### src/rtl/bus_read_sequencer.sv
module bus_read_sequencer #(
  parameter int AW = 32,
  parameter int LW = 8,
  parameter int DW = 32
) (
  input  logic          clk,
  input  logic          rst_n,
  input  logic          req_valid,
  output logic          req_ready,
  input  logic [AW-1:0] req_addr,
  input  logic [LW-1:0] req_len,
  input  logic [1:0]    req_space,
  input  logic [LW-1:0] line_size,
  output logic          cmd_valid,
  input  logic          cmd_ready,
  output logic [3:0]    cmd_code,
  output logic [AW-1:0] cmd_addr,
  output logic [LW-1:0] cmd_len,
  input  logic          bus_dvalid,
  input  logic [DW-1:0] bus_data,
  input  logic          term_valid,
  input  logic [2:0]    term_code,
  output logic          rsp_valid,
  output logic [DW-1:0] rsp_data,
  output logic          rsp_err,
  output logic          rsp_last
);
  localparam logic [3:0] CMD_CFG = 4'hA, CMD_IO = 4'h2, CMD_MR = 4'h6, CMD_MRL = 4'hE;
  localparam logic [1:0] SP_CFG = 2'b00, SP_IO = 2'b01;

  typedef enum logic [1:0] {S_IDLE, S_ISSUE, S_XFER, S_FILL} state_t;

  state_t        st;
  logic [AW-1:0] addr_q;
  logic [LW-1:0] rem_q;
  logic [1:0]    space_q;
  logic          cross_q;

  function automatic logic in_line(input logic [LW-1:0] off, input logic [LW-1:0] len,
                                   input logic [LW-1:0] ls);
    return ({1'b0, off} + {1'b0, len}) <= {1'b0, ls};
  endfunction

  logic [LW-1:0] mask, offs, room, rem_after;
  logic          in_xfer, abort;
  assign mask      = line_size - LW'(1);
  assign offs      = addr_q[LW-1:0] & mask;
  assign room      = line_size - offs;
  assign in_xfer   = (st == S_XFER);
  assign rem_after = rem_q - LW'(bus_dvalid);
  assign abort     = term_code[2];

  assign req_ready = (st == S_IDLE);
  assign cmd_valid = (st == S_ISSUE);
  assign cmd_addr  = addr_q;
  assign cmd_len   = (space_q[1] && cross_q && room < rem_q) ? room : rem_q;

  always_comb begin
    if (space_q == SP_CFG)               cmd_code = CMD_CFG;
    else if (space_q == SP_IO)           cmd_code = CMD_IO;
    else if (cross_q || rem_q == LW'(1)) cmd_code = CMD_MR;
    else                                 cmd_code = CMD_MRL;
  end

  assign rsp_valid = (in_xfer && bus_dvalid && rem_q != '0) || (st == S_FILL);
  assign rsp_err   = (st == S_FILL);
  assign rsp_data  = (st == S_FILL) ? '1 : bus_data;
  assign rsp_last  = rsp_valid && (rem_q == LW'(1));

  always_ff @(posedge clk or negedge rst_n) begin
    if (!rst_n) begin
      st      <= S_IDLE;
      addr_q  <= '0;
      rem_q   <= '0;
      space_q <= '0;
      cross_q <= 1'b0;
    end else begin
      case (st)
        S_IDLE: if (req_valid && req_len != '0) begin
          addr_q  <= req_addr;
          rem_q   <= req_len;
          space_q <= req_space;
          cross_q <= req_space[1] && !in_line(req_addr[LW-1:0] & mask, req_len, line_size);
          st      <= S_ISSUE;
        end
        S_ISSUE: if (cmd_ready) st <= S_XFER;
        S_XFER: begin
          if (bus_dvalid && rem_q != '0) begin
            addr_q <= addr_q + AW'(1);
            rem_q  <= rem_after;
          end
          if (term_valid) begin
            if (rem_after == '0) st <= S_IDLE;
            else                 st <= abort ? S_FILL : S_ISSUE;
          end
        end
        S_FILL: begin
          addr_q <= addr_q + AW'(1);
          rem_q  <= rem_q - LW'(1);
          if (rem_q == LW'(1)) st <= S_IDLE;
        end
        default: st <= S_IDLE;
      endcase
    end
  end

  assert_len_bound_R4: assert property (@(posedge clk) disable iff (!rst_n)
    cmd_valid |-> (cmd_len != '0 && cmd_len <= rem_q));

  assert_line_contained_R3: assert property (@(posedge clk) disable iff (!rst_n)
    (cmd_valid && cmd_code == CMD_MRL) |-> in_line(offs, cmd_len, line_size));

  assert_retry_same_R5: assert property (@(posedge clk) disable iff (!rst_n)
    (in_xfer && term_valid && term_code == 3'd3 && !bus_dvalid && rem_q != '0)
      |=> (cmd_valid && $stable(cmd_addr) && $stable(cmd_len) && $stable(cmd_code)));

  assert_abort_fill_R7: assert property (@(posedge clk) disable iff (!rst_n)
    (in_xfer && term_valid && abort && rem_after != '0) |=> (rsp_valid && rsp_err));

  assert_one_at_a_time_R9: assert property (@(posedge clk) disable iff (!rst_n)
    (req_valid && req_ready && req_len != '0) |=> !req_ready);

  assert_idle_quiet_R10: assert property (@(posedge clk) disable iff (!rst_n)
    req_ready |-> (!cmd_valid && !rsp_valid));
endmodule

### config.mk
export PLATFORM = sky130hd
export DESIGN_NAME = bus_read_sequencer
export DESIGN_NICKNAME = d
export VERILOG_FILES = /design/src/rtl/bus_read_sequencer.sv
export SDC_FILE = /design/constraint.sdc
export NUM_CORES = 1
export LEC_CHECK = 0
export BUFFER_PORTS_ARGS = -buffer_cell sky130_fd_sc_hd__clkbuf_2
export CORE_ASPECT_RATIO = 1.75
export CORE_MARGIN = 2
export CORE_UTILIZATION = 50
export DETAILED_ROUTE_END_ITERATION = 7
export PLACE_DENSITY = 0.81
export RECOVER_POWER = 25
export SYNTH_ARGS = -nofsm -noshare
export SYNTH_HDL_FRONTEND = slang
export SYNTH_SLANG_ARGS = --single-unit
### constraint.sdc
create_clock -name clk -period 11.9 [get_ports clk]
set_clock_uncertainty 0.05 [all_clocks]
set_input_delay 1.785 -clock clk [delete_from_list [all_inputs] [get_ports clk]]
set_output_delay 1.785 -clock clk [all_outputs]
set_load 0.005 [all_outputs]
==> results of run 1 <==
## stage by stage
step / hold slack [ns] / instance area (µm²) / setup slack [ns]
floorplan: 0.424 / 4500 / 5.04
global placement: 0.445 / 5390 / 4.07
detailed placement: 0.455 / 5390 / 4.00
CTS: 0.472 / 5570 / 3.99
global route: 0.494 / 5560 / 3.57
finish: 0.473 / 5560 / 3.95
## power groups by stage
stage / logic, µW / registers [µW] / clock network [µW]
floorplan: 697 / 316 / 0
global placement: 942 / 342 / 0
detailed placement: 974 / 346 / 0
CTS: 977 / 345 / 168
global route: 1110 / 361 / 170
finish: 984 / 348 / 165
## flip-flops by register name, indices dropped and copies added (netlist names)
signal and flops:
cmd_addr 32, st 2, cross_q 1, space_q 2
rem_q 8
## cells in the mapped netlist (3+ instances only)
cell | instances | area [µm²]
nand2_1 | 45 | 169
buf_4 | 3 | 22.5
and2_1 | 7 | 43.8
or2_2 | 35 | 219
clkbuf_1 | 22 | 82.6
o21ai_0 | 46 | 230
mux2i_1 | 4 | 40.0
nor3b_1 | 4 | 30.0
xnor2_1 | 18 | 158
a31oi_1 | 11 | 68.8
nor4_1 | 4 | 25.0
a211oi_1 | 5 | 37.5
nand3_1 | 22 | 110
nor2b_1 | 6 | 37.5
a2bb2oi_1 | 10 | 87.6
mux2_2 | 4 | 45.0
o22ai_1 | 18 | 113
nand4_1 | 11 | 68.8
a21boi_0 | 4 | 30.0
nor2_1 | 55 | 206
nor3_1 | 9 | 45.0
nand2b_1 | 8 | 50.1
ha_1 | 37 | 463
dfrtp_1 | 45 | 1130
inv_1 | 38 | 143
a21o_1 | 6 | 45.0
a21oi_1 | 62 | 310
buf_2 | 3 | 15.0
a32oi_1 | 4 | 35.0
## layer usage
metal / vias up / wire length (µm)
met5: - / 0
met1: 2315 / 5600
met3: 41 / 840
met4: 0 / 602
met2: 189 / 7450
li1: 2423 / -
## logic make-up (layout without fill, tap and decap cells)
group	Yosys count	after routing
fa+ha+maj	39	39
other cells	2	2
mux	9	9
simple gates	220	220
compound gates	191	191
xor+xnor	20	20
buf+inv	69	219
flops	45	45
## layout make-up
| type | count | area, µm² | area share, % |
|---|---|---|---|
| timing repair buffer | 172 | 870 | 15.6 |
| sequential | 45 | 1130 | 20.2 |
| clock inverter | 3 | 46.3 | 0.832 |
| clock buffer | 5 | 125 | 2.25 |
| tap | 117 | 146 | 2.63 |
| multi-input combinational | 481 | 3100 | 55.8 |
| inverter | 39 | 146 | 2.63 |
## worst min path at each step
stage,to,cells past startpoint
2_1_floorplan,space_q[0],1
3_3_place_gp,space_q[0],1
3_5_place_dp,cmd_addr[22],1
4_1_cts,cmd_addr[22],1
5_1_grt,cmd_addr[22],1
6_report,cmd_addr[22],1
==> results.cfg, run 1 <==
[power_and_ir_drop]
leakage_uw = 0.00266
max-vdd-ir-drop_v = 0.000179
power.net_switching_uw = 751
p_sw_share_pct = 50.2
internal-power_uw = 746
p_seq_share_pct = 23.2
powerDensity_nw_per_um2 = 269
total_power_uw = 1500
power_frac_comb_pct = 65.7
p_clk_share_pct = 11.0

[synth]
synth_cell_types = 68
synth-compound-area-share_pct = 26.3
ys_async_sr_fraction_pct = 100
synth-edff-count = 0
seq_area_frac_synth_pct = 25.0
ys.flop_type = dfrtp_1
synthSimpleGateAreaFrac_pct = 25.1
synth_seq_cells = 45
ys_warn_count = 0
synthMuxAreaShare_pct = 2.19
synth_top_family_by_area = compound AO/OA/AOI/OAI gates
syn_inst = 595
synthesis.area_um2 = 4500
avgSynthCellArea_um2 = 7.57
synth_fa_ha_area_share_pct = 11.2
synth_xor_area_share_pct = 3.89
syn_nets = 725

[final_layout]
layout.nets = 874
layout_commonest_cell = clkbuf_2
syn_to_final_growth_pct = 23.5
post_route_cells_drive_above_1_share_pct = 31.0
diodes = 0
post-route-util_pct = 63.7
fillers = 784
instances_no_fill = 862
layout_common_cells = 167 x clkbuf_2, 62 x a21oi_1, 53 x nor2_1

[run]
drv_cap = 1

[critical_path]
critPathRequiredTime_ns = 10.07
crit_path_frequent_cell = ha_1
startpoint_type = input pin
cp_data_arrival_time_ns = 6.12
worst_path_largest_cell_delay_ns = 0.77
cp-end-kind = primary output
cp_top_family = compound AO/OA/AOI/OAI gates
crit_chain = clkbuf_2, inv_1, ha_1, nand2b_1, ha_1, a221o_1, and3_1, o22ai_1, xnor2_1, ha_1, a211oi_1, o221ai_1, a31o_1, a211oi_2, or4b_1, o221ai_1, clkbuf_2
worstReg2RegStart = st[1]
cp.depth = 17
slowest_stage = a211oi_2
path_buf_inv = 3
crit_start = line_size[0]
ff2ff_setup_slack_ns = 8.50
timing.rr.end = cmd_addr[26]
path_class = input pin to primary output
setup.worst_path.end = cmd_len[7]
crit_path_max_fanout = 15
worstRegToRegCells = 7

[floorplanning]
dieWidth_um = 75.8
coreArea_um2 = 8730
initial_core_util_pct = 51.6
die_h_um = 130
dieArea_um2 = 9810
ioPinCount = 172
fp-row-count = 45

[sta]
worst_pin_slew_ns = 2.54
relSlewSlack_pct = -69.6
tns_ns = 0
max_freq_ghz = 0.126
setup_viol = 0
final.period_utilization_pct = 66.8
drv_slew = 46
fin_crit_ns = 7.95
rsz0062_at_grt = no
final_hold_viol_count = 0

[routing]
drc = 0
drtAntennaViolNets = 0
drt_first_pass_iters = 5
drt_wl_total_um = 14500
via_per_inst = 5.76
wl_per_cell_um = 16.8
drtIter0Drc = 328
vias = 4968

[clock_tree]
ctsResizeCount = 0
cts.sinks = 45
cts_root_buffer = clkbuf_16
clk_latency_ns = 0.29
cts_buffer_depth = 2
cts_hold_buffers = 0
clk_pin_slew_ns = 0.07
cts_tree = built
htreeDepth = 2
postCtsSetupRepairBufs = 0
cts_buffers = 5

[worst_hold_path]
min_from = cmd_addr[22]
min-delay-path-class = flop to flop

[grt]
grt_use_met3_pct = 5.21
grt_pass1_vias = 4840
overflow = 0
use_met1_pct = 36.6
track_usage_pct = 30.1
grt_max_degree = 62
met2_usage_pct = 49.8
antenna_found_initial = 0
busiest_layer = met2
grt_pass1_wl_um = 23000

[placed_design]
dp_hpwl_um = 11300
portBuffers = 167
gp_congestion = 0.891
place_inst = 854

[run_status]
failed_checks = max-capacitance violations, max-slew violations
status = finished, violations left
(Power assumes the default switching activity.)
==> run 2, diff against run 1 <==
- CORE_UTILIZATION: 50 -> 46
- PLACE_DENSITY: 0.81 -> 0.79
- clock period: 11.9 -> 6.9 ns (I/O delays scaled with it)
==> results.cfg, run 2 (synthesis gave the netlist of run 1 again) <==
[floorplanning]
fp-row-count = 47
dieArea_um2 = 10600
coreArea_um2 = 9470
initial_core_util_pct = 47.6
die_h_um = 135
ioPinCount = 172
dieWidth_um = 78.8

[worst_hold_path]
min-delay-path-class = flop to flop
holdPathStages = 1

[grt]
track_usage_pct = 27.8
grt_max_degree = 62
antenna_found_initial = 0
grt_pass1_vias = 4885
overflow = 0
grt_pass1_wl_um = 23600

[clock_tree]
clk_latency_ns = 0.30
clk_pin_slew_ns = 0.07
postCtsSetupRepairBufs = 0
cts_buffer_depth = 2
cts_hold_buffers = 0
cts_root_buffer = clkbuf_16
cts_tree = built
cts_buffers = 5
htreeDepth = 2
ctsResizeCount = 0
cts.sinks = 45

[critical_path]
crit_path_max_fanout = 15
cp_data_arrival_time_ns = 5.00
worst_path_largest_cell_delay_ns = 0.45
crit_path_frequent_cell = ha_1
startpoint_type = input pin
critPathRequiredTime_ns = 5.81
slowest_stage = or4b_1
cp-end-kind = primary output
crit_chain = clkbuf_2, inv_1, ha_1, nand2b_1, ha_1, a221o_1, and3_1, o22ai_1, xnor2_1, ha_1, a211oi_1, o221ai_1, a31o_1, a211oi_2, buf_4, or4b_1, o221ai_1, clkbuf_2
worstRegToRegCells = 7
path_class = input pin to primary output

[sta]
relSlewSlack_pct = -69.1
final.period_utilization_pct = 88.2
holdWs_ns = 0.454
fin_crit_ns = 6.09
max_freq_ghz = 0.164
rsz0062_at_grt = no
worst_slack_ns = 0.815
final_hold_viol_count = 0
worst_pin_slew_ns = 2.54
drv_slew = 46
tns_ns = 0
setup_viol = 0

[final_layout]
layout.nets = 875
layout_commonest_cell = clkbuf_2
fillers = 904
largest_reg_flops = 32
post_route_cells_drive_above_1_share_pct = 31.1
design_area_um2 = 5580
syn_to_final_growth_pct = 23.8
layout_common_cells = 167 x clkbuf_2, 62 x a21oi_1, 53 x nor2_1
diodes = 0

[placed_design]
dpl_cell_area_um2 = 5410
portBuffers = 167
dp_hpwl_um = 11700
gp_congestion = 0.937
pre_cts_slack_ns = 0.806

[routing]
wl_per_cell_um = 17.1
drc = 0
vias = 5009
drt_first_pass_iters = 5
drtIter0Drc = 329
drt_wl_total_um = 14800
drtAntennaViolNets = 0
via_per_inst = 5.77

[power_and_ir_drop]
leakage_uw = 0.00266
powerDensity_nw_per_um2 = 466
max-vdd-ir-drop_v = 0.000338
total_power_uw = 2600

[run]
drv_cap = 1

[run_status]
failed_checks = max-capacitance violations, max-slew violations
status = finished, violations left
## run 2: cell types whose count changed in the layout (fill, tap and decap cells not counted), sizes merged
| cell | delta |
|---|---|
| buf | +1 |
## run 2: final timing paths
kind / from / slack, ns / end
min in group asynchronous: rst_n / 1.56 / cmd_addr[16]
max: line_size[0] / 0.81 / cmd_len[7]
max in group asynchronous: rst_n / 3.78 / cmd_addr[2]
min reg2reg: space_q[0] / 0.45 / space_q[0]
max reg2reg: st[0] / 3.62 / cmd_addr[24]
min: space_q[0] / 0.45 / space_q[0]
## run 2: power by group
group	internal, µW	leakage [µW]	switching, µW
logic	712	0.00207	998
registers	406	0.000514	196
clock network	172	0.0000800	112
## run 2: area by class of cell
type                            count  area (µm²)  share of cell area, %
Tap cell                          122         153                   2.74
Clock buffer                        5         125                   2.24
Clock inverter                      3        46.3                  0.830
Inverter                           39         146                   2.63
Multi-Input combinational cell    481        3100                   55.6
Timing Repair Buffer              173         877                   15.7
Sequential cell                    45        1130                   20.2
## run 2: layer usage
metal | vias to the layer above | routed length, µm | GRT usage [%] | share of wire, %
met5 | - | 0 | 0 | 0
met4 | 0 | 599 | 12.3 | 4.0
met3 | 40 | 899 | 4.41 | 6.1
met2 | 224 | 7690 | 48.8 | 52
met1 | 2303 | 5650 | 33.1 | 38
li1 | 2442 | - | - | -
## run 2: through the flow
stage	util (%)	instances
after floorplan	-	595
after global placement	57.1	860
after detailed placement	57.1	860
after CTS	58.9	868
after global routing	58.9	868
final	58.9	868
## run 2: worst max-delay path: cells and delay by family
| family | cells | cell delay [ns] |
|---|---|---|
| fa+ha+maj | 3 | 0.90 |
| compound gates | 7 | 1.42 |
| simple gates | 3 | 0.81 |
| xor+xnor | 1 | 0.18 |
| buf+inv | 4 | 0.64 |
